==> config.mk <==
export PLATFORM = sky130hd
export DESIGN_NAME = xfer_loop_seq
export DESIGN_NICKNAME = d
export VERILOG_FILES = /design/src/rtl/xfer_loop_pkg.sv /design/src/rtl/xfer_addr_unit.sv /design/src/rtl/xfer_loop_dp.sv /design/src/rtl/xfer_loop_ctrl.sv /design/src/rtl/xfer_loop_seq.sv
export SDC_FILE = /design/constraint.sdc
export NUM_CORES = 1
export LEC_CHECK = 0
export BUFFER_PORTS_ARGS = -buffer_cell sky130_fd_sc_hd__clkbuf_2
export CORE_MARGIN = 5
export CORE_UTILIZATION = 54
export CTS_BUF_LIST = sky130_fd_sc_hd__clkbuf_8
export CTS_CLUSTER_SIZE = 8
export DETAILED_ROUTE_END_ITERATION = 8
export PLACE_DENSITY = 0.79
export SYNTH_ARGS = -nofsm -noshare
export SYNTH_HDL_FRONTEND = slang
export SYNTH_SLANG_ARGS = --single-unit
==> constraint.sdc <==
create_clock -name clk -period 5.75 [get_ports clk]
set_clock_uncertainty 0.2 [all_clocks]
set_input_delay 1.15 -clock clk [delete_from_list [all_inputs] [get_ports clk]]
set_output_delay 1.15 -clock clk [all_outputs]
set_load 0.1 [all_outputs]
==> src/rtl/xfer_loop_pkg.sv <==
package xfer_loop_pkg;

  localparam int BYTE_WORD_W = 32;
  localparam int OFF_W       = 16;
  localparam int MLOFF_LSB   = 10;
  localparam int MLOFF_MSB   = 29;
  localparam int MLOFF_W     = MLOFF_MSB - MLOFF_LSB + 1;
  localparam int PER_UNIT_W  = 6;

  typedef enum logic [1:0] {
    ST_IDLE,
    ST_READ,
    ST_WRITE,
    ST_STALL
  } seqState_e;

  // strobes from the control FSM to the datapath
  typedef struct packed {
    logic start;
    logic stepSrc;
    logic stepDst;
    logic minorEnd;
  } seqStrobe_t;

  function automatic logic sizeCodeOk(input logic [2:0] code);
    return (code == 3'd0) || (code == 3'd1) || (code == 3'd2) ||
           (code == 3'd4) || (code == 3'd5);
  endfunction

endpackage

==> src/rtl/xfer_addr_unit.sv <==
module xfer_addr_unit #(
  parameter int ADDR_W = 32
) (
  input  logic              clk,
  input  logic              rstN,
  input  logic              load,
  input  logic [ADDR_W-1:0] loadAddr,
  input  logic              step,
  input  logic [ADDR_W-1:0] stepOff,
  input  logic              minorEnd,
  input  logic              mlEn,
  input  logic [ADDR_W-1:0] mlOff,
  input  logic              majorEnd,
  input  logic [ADDR_W-1:0] lastAdj,
  output logic [ADDR_W-1:0] addr
);

  logic [ADDR_W-1:0] addStep, addMl, addLast;

  always_comb begin
    addStep = step ? stepOff : '0;
    addMl   = (minorEnd && mlEn) ? mlOff : '0;
    addLast = majorEnd ? lastAdj : '0;
  end

  always_ff @(posedge clk or negedge rstN) begin
    if (!rstN)     addr <= '0;
    else if (load) addr <= loadAddr;
    else           addr <= addr + addStep + addMl + addLast;
  end

endmodule

==> src/rtl/xfer_loop_dp.sv <==
module xfer_loop_dp
  import xfer_loop_pkg::*;
#(
  parameter int ADDR_W  = 32,
  parameter int ITER_W  = 15,
  parameter int STALL_W = 2
) (
  input  logic                   clk,
  input  logic                   rstN,
  input  logic                   cfgLoad,
  input  logic [ADDR_W-1:0]      cfgSrcAddr,
  input  logic [ADDR_W-1:0]      cfgDstAddr,
  input  logic [OFF_W-1:0]       cfgSrcOff,
  input  logic [OFF_W-1:0]       cfgDstOff,
  input  logic [2:0]             cfgSrcSize,
  input  logic [2:0]             cfgDstSize,
  input  logic [BYTE_WORD_W-1:0] cfgByteWord,
  input  logic                   cfgMapEn,
  input  logic [ADDR_W-1:0]      cfgSrcLast,
  input  logic [ADDR_W-1:0]      cfgDstLast,
  input  logic [ITER_W-1:0]      cfgIter,
  input  logic [STALL_W-1:0]     cfgStall,
  input  logic                   cfgIntEn,
  input  seqStrobe_t             strb,
  output logic [ADDR_W-1:0]      rdAddr,
  output logic [ADDR_W-1:0]      wrAddr,
  output logic [2:0]             rdSize,
  output logic [2:0]             wrSize,
  output logic [BYTE_WORD_W-1:0] unitsTotal,
  output logic [PER_UNIT_W-1:0]  rdPerUnit,
  output logic [PER_UNIT_W-1:0]  wrPerUnit,
  output logic [STALL_W-1:0]     stallCyc,
  output logic                   cfgErr,
  output logic                   minorDone,
  output logic                   majorDone,
  output logic                   doneFlag,
  output logic                   irq,
  output logic [ITER_W-1:0]      curIter
);

  logic [OFF_W-1:0]       srcOff, dstOff;
  logic [BYTE_WORD_W-1:0] byteWord;
  logic                   mapEn, intEn;
  logic [ADDR_W-1:0]      srcLast, dstLast;
  logic [ITER_W-1:0]      beginIter;

  always_ff @(posedge clk or negedge rstN) begin
    if (!rstN) begin
      srcOff <= '0; dstOff <= '0; rdSize <= '0; wrSize <= '0;
      byteWord <= '0; mapEn <= 1'b0; intEn <= 1'b0;
      srcLast <= '0; dstLast <= '0; beginIter <= '0; stallCyc <= '0;
    end else if (cfgLoad) begin
      srcOff <= cfgSrcOff; dstOff <= cfgDstOff;
      rdSize <= cfgSrcSize; wrSize <= cfgDstSize;
      byteWord <= cfgByteWord; mapEn <= cfgMapEn; intEn <= cfgIntEn;
      srcLast <= cfgSrcLast; dstLast <= cfgDstLast;
      beginIter <= cfgIter; stallCyc <= cfgStall;
    end
  end

  // byte-count word decode
  logic                   srcMlEn, dstMlEn;
  logic [BYTE_WORD_W-1:0] nBytes;
  logic [ADDR_W-1:0]      mlOffExt, srcOffExt, dstOffExt;
  logic [2:0]             maxCode;
  logic [BYTE_WORD_W-1:0] unitMask;

  always_comb begin
    srcMlEn = mapEn && byteWord[31];
    dstMlEn = mapEn && byteWord[30];
    if (!mapEn)                         nBytes = byteWord;
    else if (byteWord[31] || byteWord[30]) nBytes = {{(BYTE_WORD_W-MLOFF_LSB){1'b0}}, byteWord[MLOFF_LSB-1:0]};
    else                                nBytes = {2'b00, byteWord[MLOFF_MSB:0]};
    mlOffExt  = {{(ADDR_W-MLOFF_W){byteWord[MLOFF_MSB]}}, byteWord[MLOFF_MSB:MLOFF_LSB]};
    srcOffExt = {{(ADDR_W-OFF_W){srcOff[OFF_W-1]}}, srcOff};
    dstOffExt = {{(ADDR_W-OFF_W){dstOff[OFF_W-1]}}, dstOff};
    maxCode   = (rdSize > wrSize) ? rdSize : wrSize;
    unitMask  = (BYTE_WORD_W'(1) << maxCode) - BYTE_WORD_W'(1);
    unitsTotal = nBytes >> maxCode;
    rdPerUnit  = PER_UNIT_W'(1) << (maxCode - rdSize);
    wrPerUnit  = PER_UNIT_W'(1) << (maxCode - wrSize);
    cfgErr = !sizeCodeOk(rdSize) || !sizeCodeOk(wrSize) || (nBytes == '0) ||
             ((nBytes & unitMask) != '0) || (beginIter == '0);
  end

  logic majorEnd;
  assign majorEnd = strb.minorEnd && (curIter == ITER_W'(1));

  xfer_addr_unit #(.ADDR_W(ADDR_W)) u_srcAddr (
    .clk(clk), .rstN(rstN), .load(cfgLoad), .loadAddr(cfgSrcAddr),
    .step(strb.stepSrc), .stepOff(srcOffExt), .minorEnd(strb.minorEnd),
    .mlEn(srcMlEn), .mlOff(mlOffExt), .majorEnd(majorEnd), .lastAdj(srcLast),
    .addr(rdAddr)
  );

  xfer_addr_unit #(.ADDR_W(ADDR_W)) u_dstAddr (
    .clk(clk), .rstN(rstN), .load(cfgLoad), .loadAddr(cfgDstAddr),
    .step(strb.stepDst), .stepOff(dstOffExt), .minorEnd(strb.minorEnd),
    .mlEn(dstMlEn), .mlOff(mlOffExt), .majorEnd(majorEnd), .lastAdj(dstLast),
    .addr(wrAddr)
  );

  always_ff @(posedge clk or negedge rstN) begin
    if (!rstN) begin
      curIter <= '0; doneFlag <= 1'b0;
      minorDone <= 1'b0; majorDone <= 1'b0; irq <= 1'b0;
    end else begin
      minorDone <= strb.minorEnd;
      majorDone <= majorEnd;
      irq       <= majorEnd && intEn;
      if (cfgLoad) begin
        curIter  <= cfgIter;
        doneFlag <= 1'b0;
      end else begin
        if (strb.start) doneFlag <= 1'b0;
        if (majorEnd) begin
          curIter  <= beginIter;
          doneFlag <= 1'b1;
        end else if (strb.minorEnd) begin
          curIter <= curIter - ITER_W'(1);
        end
      end
    end
  end

endmodule

==> src/rtl/xfer_loop_ctrl.sv <==
module xfer_loop_ctrl
  import xfer_loop_pkg::*;
#(
  parameter int STALL_W = 2
) (
  input  logic                   clk,
  input  logic                   rstN,
  input  logic                   svcReq,
  input  logic                   cfgErr,
  input  logic [BYTE_WORD_W-1:0] unitsTotal,
  input  logic [PER_UNIT_W-1:0]  rdPerUnit,
  input  logic [PER_UNIT_W-1:0]  wrPerUnit,
  input  logic [STALL_W-1:0]     stallCyc,
  output seqStrobe_t             strb,
  output logic                   active,
  output logic                   rdEn,
  output logic                   wrEn
);

  seqState_e              state, stateN, resume, resumeN, after;
  logic [BYTE_WORD_W-1:0] unitsLeft, unitsN;
  logic [PER_UNIT_W-1:0]  rdLeft, rdN, wrLeft, wrN;
  logic [STALL_W-1:0]     stallCnt, stallN;

  always_comb begin
    strb    = '0;
    stateN  = state;
    resumeN = resume;
    after   = state;
    unitsN  = unitsLeft;
    rdN     = rdLeft;
    wrN     = wrLeft;
    stallN  = stallCnt;
    case (state)
      ST_IDLE: begin
        if (svcReq && !cfgErr) begin
          strb.start = 1'b1;
          unitsN = unitsTotal;
          rdN    = rdPerUnit;
          wrN    = wrPerUnit;
          stateN = ST_READ;
        end
      end
      ST_READ: begin
        strb.stepSrc = 1'b1;
        if (rdLeft == PER_UNIT_W'(1)) after = ST_WRITE;
        else begin
          after = ST_READ;
          rdN   = rdLeft - PER_UNIT_W'(1);
        end
      end
      ST_WRITE: begin
        strb.stepDst = 1'b1;
        if (wrLeft == PER_UNIT_W'(1)) begin
          wrN = wrPerUnit;
          if (unitsLeft == BYTE_WORD_W'(1)) begin
            strb.minorEnd = 1'b1;
            after = ST_IDLE;
          end else begin
            unitsN = unitsLeft - BYTE_WORD_W'(1);
            rdN    = rdPerUnit;
            after  = ST_READ;
          end
        end else begin
          wrN   = wrLeft - PER_UNIT_W'(1);
          after = ST_WRITE;
        end
      end
      default: begin
        if (stallCnt <= STALL_W'(1)) stateN = resume;
        else stallN = stallCnt - STALL_W'(1);
      end
    endcase
    if (state == ST_READ || state == ST_WRITE) begin
      if (stallCyc != '0) begin
        stateN  = ST_STALL;
        stallN  = stallCyc;
        resumeN = after;
      end else begin
        stateN = after;
      end
    end
  end

  always_ff @(posedge clk or negedge rstN) begin
    if (!rstN) begin
      state <= ST_IDLE; resume <= ST_IDLE;
      unitsLeft <= '0; rdLeft <= '0; wrLeft <= '0; stallCnt <= '0;
    end else begin
      state <= stateN; resume <= resumeN;
      unitsLeft <= unitsN; rdLeft <= rdN; wrLeft <= wrN; stallCnt <= stallN;
    end
  end

  assign active = (state != ST_IDLE);
  assign rdEn   = (state == ST_READ);
  assign wrEn   = (state == ST_WRITE);

endmodule

==> src/rtl/xfer_loop_seq.sv <==
module xfer_loop_seq
  import xfer_loop_pkg::*;
#(
  parameter int ADDR_W  = 32,
  parameter int ITER_W  = 15,
  parameter int STALL_W = 2
) (
  input  logic               clk,
  input  logic               rstN,
  input  logic               cfgLoad,
  input  logic [ADDR_W-1:0]  cfgSrcAddr,
  input  logic [ADDR_W-1:0]  cfgDstAddr,
  input  logic [15:0]        cfgSrcOff,
  input  logic [15:0]        cfgDstOff,
  input  logic [2:0]         cfgSrcSize,
  input  logic [2:0]         cfgDstSize,
  input  logic [31:0]        cfgByteWord,
  input  logic               cfgMapEn,
  input  logic [ADDR_W-1:0]  cfgSrcLast,
  input  logic [ADDR_W-1:0]  cfgDstLast,
  input  logic [ITER_W-1:0]  cfgIter,
  input  logic [STALL_W-1:0] cfgStall,
  input  logic               cfgIntEn,
  input  logic               svcReq,
  output logic               rdEn,
  output logic [ADDR_W-1:0]  rdAddr,
  output logic [2:0]         rdSize,
  output logic               wrEn,
  output logic [ADDR_W-1:0]  wrAddr,
  output logic [2:0]         wrSize,
  output logic               active,
  output logic               minorDone,
  output logic               majorDone,
  output logic               doneFlag,
  output logic               irq,
  output logic               cfgErr,
  output logic [ITER_W-1:0]  curIter
);

  seqStrobe_t             strb;
  logic [BYTE_WORD_W-1:0] unitsTotal;
  logic [PER_UNIT_W-1:0]  rdPerUnit, wrPerUnit;
  logic [STALL_W-1:0]     stallCyc;

  xfer_loop_ctrl #(.STALL_W(STALL_W)) u_ctrl (
    .clk(clk), .rstN(rstN), .svcReq(svcReq), .cfgErr(cfgErr),
    .unitsTotal(unitsTotal), .rdPerUnit(rdPerUnit), .wrPerUnit(wrPerUnit),
    .stallCyc(stallCyc), .strb(strb), .active(active), .rdEn(rdEn), .wrEn(wrEn)
  );

  xfer_loop_dp #(.ADDR_W(ADDR_W), .ITER_W(ITER_W), .STALL_W(STALL_W)) u_dp (
    .clk(clk), .rstN(rstN), .cfgLoad(cfgLoad),
    .cfgSrcAddr(cfgSrcAddr), .cfgDstAddr(cfgDstAddr),
    .cfgSrcOff(cfgSrcOff), .cfgDstOff(cfgDstOff),
    .cfgSrcSize(cfgSrcSize), .cfgDstSize(cfgDstSize),
    .cfgByteWord(cfgByteWord), .cfgMapEn(cfgMapEn),
    .cfgSrcLast(cfgSrcLast), .cfgDstLast(cfgDstLast),
    .cfgIter(cfgIter), .cfgStall(cfgStall), .cfgIntEn(cfgIntEn),
    .strb(strb), .rdAddr(rdAddr), .wrAddr(wrAddr),
    .rdSize(rdSize), .wrSize(wrSize),
    .unitsTotal(unitsTotal), .rdPerUnit(rdPerUnit), .wrPerUnit(wrPerUnit),
    .stallCyc(stallCyc), .cfgErr(cfgErr),
    .minorDone(minorDone), .majorDone(majorDone), .doneFlag(doneFlag),
    .irq(irq), .curIter(curIter)
  );

endmodule

==> summary.md, run 1 <==
The flow ran to the end, and the final reports show no timing, DRC or antenna violations. The setup path with the least slack is of type reg -> reg. For the critical path data required time, the log shows 6.05 ns. In the layout the commonest cells are 310 x sky130_fd_sc_hd__clkbuf_2, 307 x sky130_fd_sc_hd__nand2_1, 282 x sky130_fd_sc_hd__dfrtp_1. For the worst-skew pair, the clock arrives at the later sink with an insertion delay of 0.64 ns. In this run the worst path has a maximum fanout of 7. By area the synthesized netlist is led by sky130_fd_sc_hd__dfrtp_1 34%, sky130_fd_sc_hd__fa_1 12%, sky130_fd_sc_hd__mux2_2 7.5%. In this run the cell area of the synthesized design comes to 21000 µm².

The total power per unit cell area was 512 nW/µm²; the headroom to the max-slew limit was 41.2%. STA classifies the critical path startpoint as a flop. The number of buffers inserted by port buffering is 313, and the count of final max-slew check failures is 0.

Setup violations remaining at the end of the flow were counted as 0. The wire length of the first global-routing pass was 98300 µm; the clock edge transition at the registers on the reported setup and hold paths was 0.07 ns. For this run, the leading register cell type out of synthesis is sky130_fd_sc_hd__dfrtp_1. Across the VDD grid, the largest voltage drop is 0.000529 V. Entering global routing, the biggest net connects 129 pins.

The data arrival time of the critical path was 6.04 ns; the layout filler cell count was 3065. Worst hold path stage count: 2. Static timing analysis puts the maximum clock frequency at 0.174 GHz. Count of H-tree levels built during CTS: 2. Once the floorplan was initialized, standard cells occupied 54.5% of the core. For the final HPWL from detailed placement, the log shows 46800 µm.

For the number of antenna violations at the first check in global routing, the log shows 9. No sink is reached through more buffers than the 3 on the longest clock path. The synthesized design contains 286 register bits.

Count of distinct cell types in the synthesized netlist: 92. The floorplan step defined a die boundary enclosing 43000 µm². The total vias in the final route was 18400. The overall die height is 207 µm, and the layout cell share with drive strength beyond 1 is 29.4%. For the pin with the worst max-slew slack, the measured transition is 0.882 ns. The routed design has 62300 µm of wire. Each instance of the synthesized netlist takes up on average 9.43 µm². The global-route congestion overflow total is 0, and the core region area is 38600 µm². Leaving out fill and tap cells, the most frequent cell in the layout is sky130_fd_sc_hd__clkbuf_2. The share of the Yosys chip area taken by registers is 34.0%.

The tree built by TritonCTS fans out to 286 sinks. The run gives 0 as the count of final hold-check violations. The clock tree root driver cell is sky130_fd_sc_hd__clkbuf_8.

The clock period could shrink to 5.74 ns. The synthesized design devotes to its leading area cell type 34.0% of total area. In this run the count of I/O pins placed on the die edge is 314.

Kind of end point of the critical path: a flop. Final weighted congestion in routability-driven placement: 0.921. The run gives 2662 as the number of nets produced by synthesis.

The first detailed-routing pass took 5 iterations. The post-synthesis instance total is 2231, and the routed wire length per instance is 19.7 µm. For this design the static power due to leakage is 0.0120 µW. Setup repair after global routing could not meet its margin everywhere. Using the TritonRoute via totals, the vias-per-cell ratio works out to 5.82.

The final worst setup slack was 0.0121 ns. The tightest min-delay check is of the reg -> reg type. The share of the clock period used by the worst path after layout is 99.8%.

The synthesized design contains 0 enable-type register cells. Summed over all instances, the cell type with the most area after synthesis is sky130_fd_sc_hd__dfrtp_1. Row generation in the floorplan step produced 72 rows. For the post-layout utilization of the core, the log shows 65.9%. The logs give -0.0661 ns for the setup slack at placement and 27.9% for the overall fraction of global-route tracks in use. Clock tree synthesis inserted a total of 51 buffers.

After synthesis, the share of flip-flops with an asynchronous set or reset is 100%. TritonCTS built the clock tree. In this run the horizontal extent of the chip is 207 µm. Iteration-0 DRC count of the detailed router: 1373. The count of nets left with antenna violations once routing finished came out at 0. The signed area change from the synthesized netlist to the final layout was 20.7%.

At the end of the flow, the number of nets in the layout was 3029. During synthesis, Yosys emitted a total of 0 warnings. The number of global-route vias before repair was 18900. Max-cap violations in this run came to 0. The DRC violation count after routing is 0, and the number of cells traversed by the worst register-to-register path is 22.
cells by family (layout without fill, tap and decap cells):
| kind of cell | Yosys count | count (layout) | synth area share (%) |
|---|---|---|---|
| xor+xnor | 65 | 65 | 2.71 |
| other cells | 0 | 3 | 0 |
| buf+inv | 342 | 747 | 6.47 |
| mux | 197 | 197 | 10.3 |
| flops | 286 | 286 | 34.0 |
| simple gates | 660 | 660 | 14.9 |
| compound gates | 471 | 471 | 14.7 |
| fa+ha+maj | 210 | 210 | 17.0 |
sequential cells by signal, summed over array words and instances, names as in the netlist, 2 cells and up:
signal,count
u_ctrl.stallCnt,2
u_ctrl.resume,2
u_ctrl.wrLeft,6
u_dp.rdSize,3
u_dp.wrSize,3
u_dp.curIter,15
u_dp.dstOff,16
u_dp.u_dstAddr.addr,32
u_dp.stallCyc,2
u_ctrl.state,2
u_dp.srcLast,32
u_ctrl.rdLeft,6
u_dp.srcOff,16
u_dp.dstLast,32
u_dp.byteWord,32
u_ctrl.unitsLeft,32
u_dp.beginIter,15
u_dp.u_srcAddr.addr,32
worst paths after layout:
path / from / end / slack [ns]
min reg2reg: u_ctrl.resume[0] / u_ctrl.resume[0] / 0.30
min: u_ctrl.resume[0] / u_ctrl.resume[0] / 0.30
max in group asynchronous: rstN / u_dp.u_dstAddr.addr[1] / 3.88
max: u_ctrl.unitsLeft[2] / u_dp.u_dstAddr.addr[28] / 0.01
min in group asynchronous: rstN / u_dp.curIter[3] / 0.31
max reg2reg: u_ctrl.unitsLeft[2] / u_dp.u_dstAddr.addr[28] / 0.01
area by class of cell:
cell class	count	area, µm²	share of cell area (%)
inverter	245	920	3.62
tap	518	648	2.55
antenna	3	7.51	0.0296
multi-input combinational	1603	13200	51.8
timing repair buffer	411	2450	9.66
clock inverter	23	108	0.424
clock buffer	68	936	3.69
sequential	286	7160	28.2
metal layers:
metal / part of all wire [%] / vias up / global-route usage (%)
met3: 7.3 / 176 / 6.50
met1: 40 / 9056 / 35.3
li1: - / 8430 / -
met2: 49 / 705 / 46.6
met4: 3.9 / 12 / 11.0
met5: 0.13 / - / 0
power by group:
part	switching, µW	internal [µW]
Clock	898	1050
Combinational	5350	2690
Sequential	486	2510
metrics by stage:
stage	TNS (ns)	hold slack [ns]	area (µm²)	std cells	power, µW
after floorplan	0	0.249	21100	2231	8730
after global placement	0	0.264	23500	3034	10300
after detailed placement	-0.135	0.282	23500	3034	10600
after CTS	0	0.296	24600	3128	12600
after global routing	-1.59	0.316	25400	3154	13900
final	0	0.296	25400	3157	13000
Yosys cell counts (8+ instances only):
cell and number:
sky130_fd_sc_hd__nand2_1 313, sky130_fd_sc_hd__dfrtp_1 286, sky130_fd_sc_hd__inv_1 243, sky130_fd_sc_hd__o21ai_0 146
sky130_fd_sc_hd__mux2_2 140, sky130_fd_sc_hd__fa_1 126, sky130_fd_sc_hd__nor2_1 106, sky130_fd_sc_hd__a21oi_1 101
sky130_fd_sc_hd__ha_1 84, sky130_fd_sc_hd__clkbuf_1 63, sky130_fd_sc_hd__mux2i_1 54, sky130_fd_sc_hd__nor3_1 47
sky130_fd_sc_hd__a21o_1 37, sky130_fd_sc_hd__nand3_1 37, sky130_fd_sc_hd__xnor2_1 33, sky130_fd_sc_hd__xor2_1 32
sky130_fd_sc_hd__a211oi_1 21, sky130_fd_sc_hd__and2_1 20, sky130_fd_sc_hd__buf_2 20, sky130_fd_sc_hd__nand2b_1 16
sky130_fd_sc_hd__nor4_1 16, sky130_fd_sc_hd__o31ai_1 13, sky130_fd_sc_hd__or3_1 13, sky130_fd_sc_hd__nand4_1 12
sky130_fd_sc_hd__o22ai_1 12, sky130_fd_sc_hd__o211ai_1 11, sky130_fd_sc_hd__a31oi_1 10, sky130_fd_sc_hd__and3_1 10
sky130_fd_sc_hd__nand4b_1 10, sky130_fd_sc_hd__o21a_1 10, sky130_fd_sc_hd__o21bai_1 10, sky130_fd_sc_hd__nor2b_1 8
sky130_fd_sc_hd__nor3b_1 8
critical path: stages, from the launching register on:
cell,delay [ns]
sky130_fd_sc_hd__dfrtp_1,0.38
sky130_fd_sc_hd__or4_4,0.56
sky130_fd_sc_hd__nor2_4,0.10
sky130_fd_sc_hd__buf_6,0.12
sky130_fd_sc_hd__nand4_1,0.22
sky130_fd_sc_hd__nor2_2,0.21
sky130_fd_sc_hd__buf_4,0.14
sky130_fd_sc_hd__and3_4,0.22
sky130_fd_sc_hd__buf_12,0.15
sky130_fd_sc_hd__nand2_4,0.08
sky130_fd_sc_hd__fa_1,0.53
sky130_fd_sc_hd__fa_1,0.56
sky130_fd_sc_hd__inv_2,0.05
sky130_fd_sc_hd__ha_4,0.23
sky130_fd_sc_hd__a21o_1,0.15
sky130_fd_sc_hd__a21o_1,0.19
sky130_fd_sc_hd__a21o_1,0.18
sky130_fd_sc_hd__a31o_2,0.26
sky130_fd_sc_hd__or3_4,0.41
sky130_fd_sc_hd__o2111ai_4,0.23
sky130_fd_sc_hd__nand2b_1,0.14
sky130_fd_sc_hd__xnor2_2,0.21
sky130_fd_sc_hd__o21ai_1,0.08
repair_timing:
item	in CTS	in global routing
endpoints found under the setup margin	9	33
hold endpoints to repair	0	0
pin swaps	4	80
gates cloned	0	1
hold buffers	0	0
gates resized for setup	11	135
buffers inserted	3	25
No activity file was read; power rests on OpenSTA's default activity.
==> run 2, diff against run 1 <==
Settings changed: PLACE_DENSITY 0.79 to 0.86, RECOVER_POWER from default to 25.
==> summary.md, run 2 (synthesis results as in run 1) <==
The library cell used most frequently in the layout, excluding fill and tap cells, is sky130_fd_sc_hd__clkbuf_2. The die covers 43000 µm². The routed design could run at a clock period as short as 5.69 ns. The maximum root-to-sink buffer count came out at 3. The layout cell share with drive strength beyond 1 was 26.8%. Of all nets on the critical path, the largest fanout is 13. Buffers inserted to repair hold after CTS numbered 0.

Dividing the detail-routed wire length by the instance count gives 19.9 µm. For the count of final hold-check violations, the log shows 0. Before antenna repair, the detailed router went through 7 iterations. For the pin with the worst max-slew slack, the measured transition is 3.28 ns. Startpoint of the most critical hold path: u_dp.dstOff[15].

The largest individual stage delay along the critical path comes from the cell sky130_fd_sc_hd__or4_4. The worst hold path terminates at u_dp.dstOff[15]. For this block, the initial DRC count from the detailed router was 1696.

The setup path with the least slack is of type reg -> reg. Clock tree synthesis inserted a total of 52 buffers. Total power for the finished layout comes to 12900 µW. The analysis attributes to cell leakage a power of 0.0119 µW. The logs give 0.000688 V for the highest ir drop seen on vdd and 19200 for the number of global-route vias before repair.

The share of the clock period used by the worst path after layout came out at 99.0%. Kind of end point of the critical path: a flop. For the CTS sink count, the log shows 286. In the global route stage, met2 resource usage came out at 46.9%. The clock tree root driver cell was sky130_fd_sc_hd__clkbuf_8.

The critical path runs through a total of 21 cells. The HPWL after detailed placement is 46600 µm. The tools report the wire length after detailed routing as 62600 µm. Measured in cells, the most critical reg-to-reg path has a length of 21. The signed area change from the synthesized netlist to the final layout works out to 18.6%. The later pin in the worst-skew pair is clocked with a latency of 0.66 ns. The H-tree generated during clock tree synthesis spans 2 levels. The detail route stage leaves a number of antenna-violating nets equal to 0.

Setup repair after global routing could not meet its margin everywhere. In the post-route analysis, the smallest setup slack over all paths is 0.0570 ns. The logs give 6200 µW for the cell-internal power and 61.1% for the proportion of power drawn by combinational gates. The worst min-delay path category is reg -> reg. Number of buffers inserted by port buffering: 313. The tools report the global-route congestion overflow total as 0. Data on the critical path arrives at its endpoint at 6.03 ns. The portion of total power attributed to sequential cells was 23.1%; the headroom to the max-slew limit was -119%.

314 I/O pins were placed. The worst register-to-register path begins at u_ctrl.unitsLeft[4]. The switching power share of the total came out at 51.8%. For this design the total switching power over the nets is 6660 µW.

The core region is 38600 µm². The global routing stage identified its most utilized layer as met2. The overall die height was 207 µm. The share of total power dissipated in the clock network is 15.7%. The flow ran to the end, but the final reports show violations. The congestion estimate from routability-driven global placement came to 0.936.

The post-layout utilization of the core came out at 64.7%. The cell family contributing the most delay on the critical path is simple AND/OR/NAND/NOR gates. Dividing the detail-routed via count by the number of cells gives 5.85. The buffers plus inverters on the worst setup path works out to 3.

The count of final max-slew check failures is 121, and the maximum number of pins on one net before global-route repair is 122. The max-cap check violation count is 1. At the end of the flow, the number of nets in the layout was 3018. The checks that failed: capacitance limit, slew limit. The tools report the wire length of the first global-routing pass as 101000 µm.

After clock tree synthesis, the clock-pin slew on the worst setup and hold paths is 0.06 ns. In this run the horizontal extent of the chip is 207 µm. In this run the critical register-to-register path is captured at u_dp.u_dstAddr.addr[27].

After detailed routing, the number of remaining DRC violations is 0. The count of final setup violators was 0; the worst hold path stage count was 1. The floorplan row count is 72. The most numerous cell type found on the critical path is sky130_fd_sc_hd__a21o_1.

The final route contains 18400 vias. Static timing analysis puts the maximum clock frequency at 0.176 GHz. In the global route stage, met3 resource usage came out at 7.80%. Timing analysis after detailed placement gives a worst setup slack of -0.215 ns.

The tools report the kind of launch point of the worst setup path as a flop. The number of antenna violations at the first check in global routing is 6. Global routing consumed, over all layers together, 28.5% of the routing resources. Power spread over the standard cell area amounts to 516 nW/µm². The critical path data required time is 6.09 ns.

Once the floorplan was initialized, standard cells occupied 54.5% of the core. In the layout the commonest cells are 311 x sky130_fd_sc_hd__clkbuf_2, 309 x sky130_fd_sc_hd__nand2_1, 282 x sky130_fd_sc_hd__dfrtp_1. For this run, global-route usage on met1 was measured as 36.4%. TritonCTS built the clock tree. Walking the worst path, the cells encountered are or4_4 > nor2_4 > buf_6 > nand4_1 > nor2_2 > and3_4 > buf_12 > nand2_1 > fa_1 > fa_1 > inv_1 > ha_1 > a21o_1 > a21o_1 > a2111oi_1 > o21bai_1 > a21o_1 > nor4_4 > nor2_1 > xor2_1 > mux2_2. The worst register-to-register path has a setup slack of 0.06 ns. The largest single stage delay on the critical path is 0.55 ns.
## run 2: cell types whose count changed in the layout (fill, tap and decap cells not counted), moves of 9 or more
cell / before / now
sky130_fd_sc_hd__a21oi_1: 89 / 98
sky130_fd_sc_hd__buf_4: 85 / 75
sky130_fd_sc_hd__ha_1: 65 / 81
sky130_fd_sc_hd__ha_4: 14 / 3
sky130_fd_sc_hd__o21ai_0: 126 / 142
sky130_fd_sc_hd__o21ai_1: 20 / 11
## run 2: power by group through the flow
stage / clock (µW) / combinational [µW] / sequential, µW
2_1_floorplan: 0 / 4180 / 4550
3_3_place_gp: 0 / 7400 / 2970
3_5_place_dp: 0 / 7630 / 2980
4_1_cts: 2060 / 7690 / 2960
5_1_grt: 2160 / 8540 / 3030
6_report: 2030 / 7860 / 2980
## run 2: worst register-to-register path, stage by stage (launching register included)
cell,delay (ns)
sky130_fd_sc_hd__dfrtp_1,0.39
sky130_fd_sc_hd__or4_4,0.55
sky130_fd_sc_hd__nor2_4,0.12
sky130_fd_sc_hd__buf_6,0.12
sky130_fd_sc_hd__nand4_1,0.17
sky130_fd_sc_hd__nor2_2,0.20
sky130_fd_sc_hd__and3_4,0.22
sky130_fd_sc_hd__buf_12,0.14
sky130_fd_sc_hd__nand2_1,0.17
sky130_fd_sc_hd__fa_1,0.52
sky130_fd_sc_hd__fa_1,0.49
sky130_fd_sc_hd__inv_1,0.04
sky130_fd_sc_hd__ha_1,0.29
sky130_fd_sc_hd__a21o_1,0.16
sky130_fd_sc_hd__a21o_1,0.16
sky130_fd_sc_hd__a2111oi_1,0.40
sky130_fd_sc_hd__o21bai_1,0.13
sky130_fd_sc_hd__a21o_1,0.26
sky130_fd_sc_hd__nor4_4,0.32
sky130_fd_sc_hd__nor2_1,0.11
sky130_fd_sc_hd__xor2_1,0.18
sky130_fd_sc_hd__mux2_2,0.27
## run 2: layer usage
metal / share of wire [%] / up-vias
met1: 40 / 9096
met4: 3.8 / 6
met3: 8.7 / 175
li1: - / 8393
met2: 48 / 769
met5: 0.13 / -
## run 2: through the flow
stage | hold WS [ns] | std cells | setup TNS, ns | area [µm²]
after global routing | 0.321 | 3146 | -0.313 | 24900
after CTS | 0.304 | 3136 | -0.0171 | 24700
final | 0.304 | 3151 | 0 | 24900
after detailed placement | 0.288 | 3042 | -0.702 | 23500
after floorplan | 0.249 | 2231 | 0 | 21100
after global placement | 0.266 | 3042 | -0.122 | 23500
## run 2: layout make-up
cell class                      instances  area (µm²)
Clock buffer                           68         936
Timing Repair Buffer                  399        2340
Tap cell                              518         648
Clock inverter                         26         150
Inverter                              245         920
Antenna cell                            6        15.0
Multi-Input combinational cell       1603       12800
Fill cell                            3141       13600
Sequential cell                       286        7160
## run 2: worst max path at each step
stage                                    to           startpoint  slack [ns]
finish              u_dp.u_dstAddr.addr[27]  u_ctrl.unitsLeft[4]        0.06
global route        u_dp.u_srcAddr.addr[30]  u_ctrl.unitsLeft[4]       -0.13
CTS                 u_dp.u_srcAddr.addr[30]  u_ctrl.unitsLeft[4]       -0.02
detailed placement  u_dp.u_srcAddr.addr[30]  u_ctrl.unitsLeft[4]       -0.21
global placement    u_dp.u_srcAddr.addr[30]  u_ctrl.unitsLeft[4]       -0.08
floorplan           u_dp.u_srcAddr.addr[30]      u_ctrl.state[0]        0.03
## run 2: what timing repair did
action | in CTS | in global routing
cloned | 0 | 0
hold endpoints to repair | 0 | 0
setup endpoints to repair | 10 | 31
buffers inserted | 0 | 9
pin swaps | 1 | 24
gates resized for setup | 6 | 49
==> run 3, diff against run 2 <==
Settings changed: CORE_UTILIZATION 54 to 45, PLACE_DENSITY 0.86 to 0.75, SETUP_SLACK_MARGIN from default to 0.4.
==> summary.md, run 3 (synthesis results as in run 1) <==
The tools report the startpoint of the most critical setup path as u_ctrl.unitsLeft[7]. The number of cells on the worst reg-to-reg path is 24. The clock network burns 15.3% of the power. In this run, flip-flops and latches consume 22.9% of the power. The logs give 0 for the global-route congestion overflow total and 24.8% for the overall fraction of global-route tracks in use. Count of H-tree levels built during CTS: 2. Detailed routing inserted a total of 18700 vias.

Subtracting the final worst setup slack from the clock period gives 5.52 ns. The switching power share of the total works out to 51.9%. In this run the static leakage power is 0.0122 µW. Layout cell share with drive strength beyond 1: 31.5%. The flow ran to the end, but the final reports show violations. Largest fanout on the critical path: 5. Count of final max-slew check failures: 108. Wire length of the first global-routing pass: 102000 µm.

In this run, the number of DRC markers left after iteration 0 of detailed routing was 1842. The pre-antenna-repair detailed-routing pass consisted of 6 iterations. The initialized floorplan defines 79 standard-cell rows. For the number of cells in the design after placement, the log shows 3095. STA classifies the critical path startpoint as a flop. The final weighted congestion in routability-driven placement is 0.946, and the switching power summed over all nets is 6900 µW.

In this run the critical register-to-register path is captured at u_dp.u_dstAddr.addr[31]. The delay of the slowest cell on the worst path is 0.59 ns, and the initial core utilization is 45.4%. The leading cell type in the layout, fill and taps excluded was sky130_fd_sc_hd__clkbuf_2. Traced cell by cell, the critical path runs through or3_4 > nor4_4 > nand4_1 > nor2_4 > and3_4 > buf_12 > nand2_2 > fa_1 > fa_1 > inv_1 > ha_2 > inv_2 > fa_2 > nor2b_2 > o21ai_2 > a21oi_2 > buf_4 > o21a_4 > o2bb2ai_4 > nor4_4 > buf_4 > o41ai_4 > xnor2_1 > o21ai_1. The detail route stage leaves a number of antenna-violating nets equal to 0. The total power per unit cell area is 511 nW/µm². The worst min-delay path category was reg -> reg.

The checks that failed: capacitance limit, slew limit. From left edge to right edge, the die measures 226 µm. After routing, the total negative slack on setup checks comes to 0 ns. The maximum root-to-sink buffer count is 3, and the wire length after detailed routing is 65700 µm. The tools report the kind of end point of the critical path as a flop. The area growth from synthesis to layout is 23.8%. Capture point of the critical path: u_dp.u_dstAddr.addr[31].

The max-cap check violation count came out at 1. Overall die height: 226 µm. Derived from the worst setup path, the maximum achievable clock frequency is 0.181 GHz. Pin placement for this block handled 314 I/O pins.

At the pin with the least slew margin, the transition time is 2.98 ns. In this run the tool buffered the top-level ports with 313 buffer cells. Worst-path cell with the longest stage delay: sky130_fd_sc_hd__fa_1. In this run the critical register-to-register path is launched from u_ctrl.unitsLeft[7]. Internal power comes to 6390 µW. After filler insertion, the fill cell instance count of the layout stands at 4010. After clock tree synthesis, the clock-pin slew on the worst setup and hold paths is 0.06 ns.

The worst setup path is of the reg -> reg kind. The critical path data required time was 6.05 ns. After detailed routing, the number of vias per cell comes to 5.74. The maximum number of pins on one net before global-route repair was 124.

The count of final hold-check violations came out at 0. Setup repair after global routing could not meet its margin everywhere. For the CTS sink count, the log shows 286. After the flow finishes, the layout carries non-filler instances totaling 3260. Setup violations remaining at the end of the flow were counted as 0. In the layout the commonest cells are 311 x sky130_fd_sc_hd__clkbuf_2, 301 x sky130_fd_sc_hd__nand2_1, 272 x sky130_fd_sc_hd__dfrtp_1. Share of the clock period used by the worst path after layout: 96.1%.

Highest ir drop seen on vdd: 0.000426 V. The number of antenna violations at the first check in global routing was 9; the clock network latency to the later pin of the worst-skew pair was 0.65 ns. TritonCTS built the clock tree. Hold repair after CTS inserted 0 buffers. The logs give 61.8% for the proportion of power drawn by combinational gates and 5.82 ns for the data arrival time of the critical path. The root buffer cell chosen for the clock tree is sky130_fd_sc_hd__clkbuf_8. The core region is 46400 µm².

After detailed routing, the number of remaining DRC violations is 0. Setup slack on the worst reg-to-reg path comes out at 0.23 ns. Final hold analysis gives a worst-case slack of 0.301 ns. The run gives 3041 as the count of nets after finishing. The wire-length estimate of the detail-placed layout is 47600 µm. The routed wire length per instance works out to 20.2 µm. The headroom to the max-slew limit is -98.7%, and the number of buffers created by CTS is 53.

The overall die area is 51200 µm². The number of global-route vias before repair was 19000.
## run 3: cell types whose count changed in the layout (fill, tap and decap cells not counted), sizes merged
cell / change
buf: +19
inv: +2
clkinvlp: +3
clkinv: -1
and3: +2
bufinv: +1
diode: -4
clkbuf: -2
## run 3: cell type report
| cell class | count | area [µm²] | area share, % |
|---|---|---|---|
| Tap cell | 607 | 759 | 2.92 |
| Sequential cell | 286 | 7180 | 27.6 |
| Timing Repair Buffer | 419 | 2540 | 9.77 |
| Inverter | 245 | 920 | 3.53 |
| Clock buffer | 65 | 895 | 3.44 |
| Antenna cell | 2 | 5.00 | 0.0192 |
| Multi-Input combinational cell | 1605 | 13500 | 52.0 |
| Clock inverter | 31 | 196 | 0.754 |
## run 3: routing by layer
| metal | global-route usage, % | wire length, µm |
|---|---|---|
| met4 | 7.82 | 2150 |
| met5 | 0 | 90 |
| met1 | 32.6 | 26800 |
| met2 | 40.6 | 31100 |
| met3 | 6.01 | 5630 |
## run 3: repair_timing
action,4_1_cts,5_1_grt
pin swaps,58,76
cloned,3,1
gates resized for setup,98,109
endpoints found under the setup margin,36,40
setup buffers,35,28
## run 3: critical path, delay by kind of cell (launching register included)
kind | cells | cell delay [ns]
compound gates | 6 | 0.88
simple gates | 8 | 1.58
buf+inv | 5 | 0.55
fa+ha+maj | 4 | 1.57
flops | 1 | 0.42
xor+xnor | 1 | 0.16
## run 3: power by group through the flow
stage               logic [µW]  registers [µW]  clock network, µW
floorplan                 4270            4550                  0
global placement          7290            3020                  0
detailed placement        7480            3030                  0
CTS                       7800            3010               2090
global route              8900            3090               2170
finish                    8220            3040               2040
## run 3: worst min path at each step
stage / from / endpoint / slack, ns / depth (start not counted)
floorplan: u_dp.intEn / u_dp.irq / 0.25 / 1
global placement: u_ctrl.resume[1] / u_ctrl.resume[1] / 0.26 / 2
detailed placement: u_dp.srcLast[0] / u_dp.srcLast[0] / 0.29 / 1
CTS: u_dp.srcLast[0] / u_dp.srcLast[0] / 0.30 / 1
global route: u_dp.srcOff[4] / u_dp.srcOff[4] / 0.32 / 1
finish: u_dp.intEn / u_dp.irq / 0.30 / 1
## run 3: stage by stage
stage	cell area [µm²]	total power, µW	worst slack [ns]	util, %
floorplan	21300	8820	0.339	-
global placement	23500	10300	0.103	50.7
detailed placement	23500	10500	-0.00820	50.7
CTS	25400	12900	0.267	54.7
global route	26000	14200	0.0721	56.2
finish	26000	13300	0.227	56.2
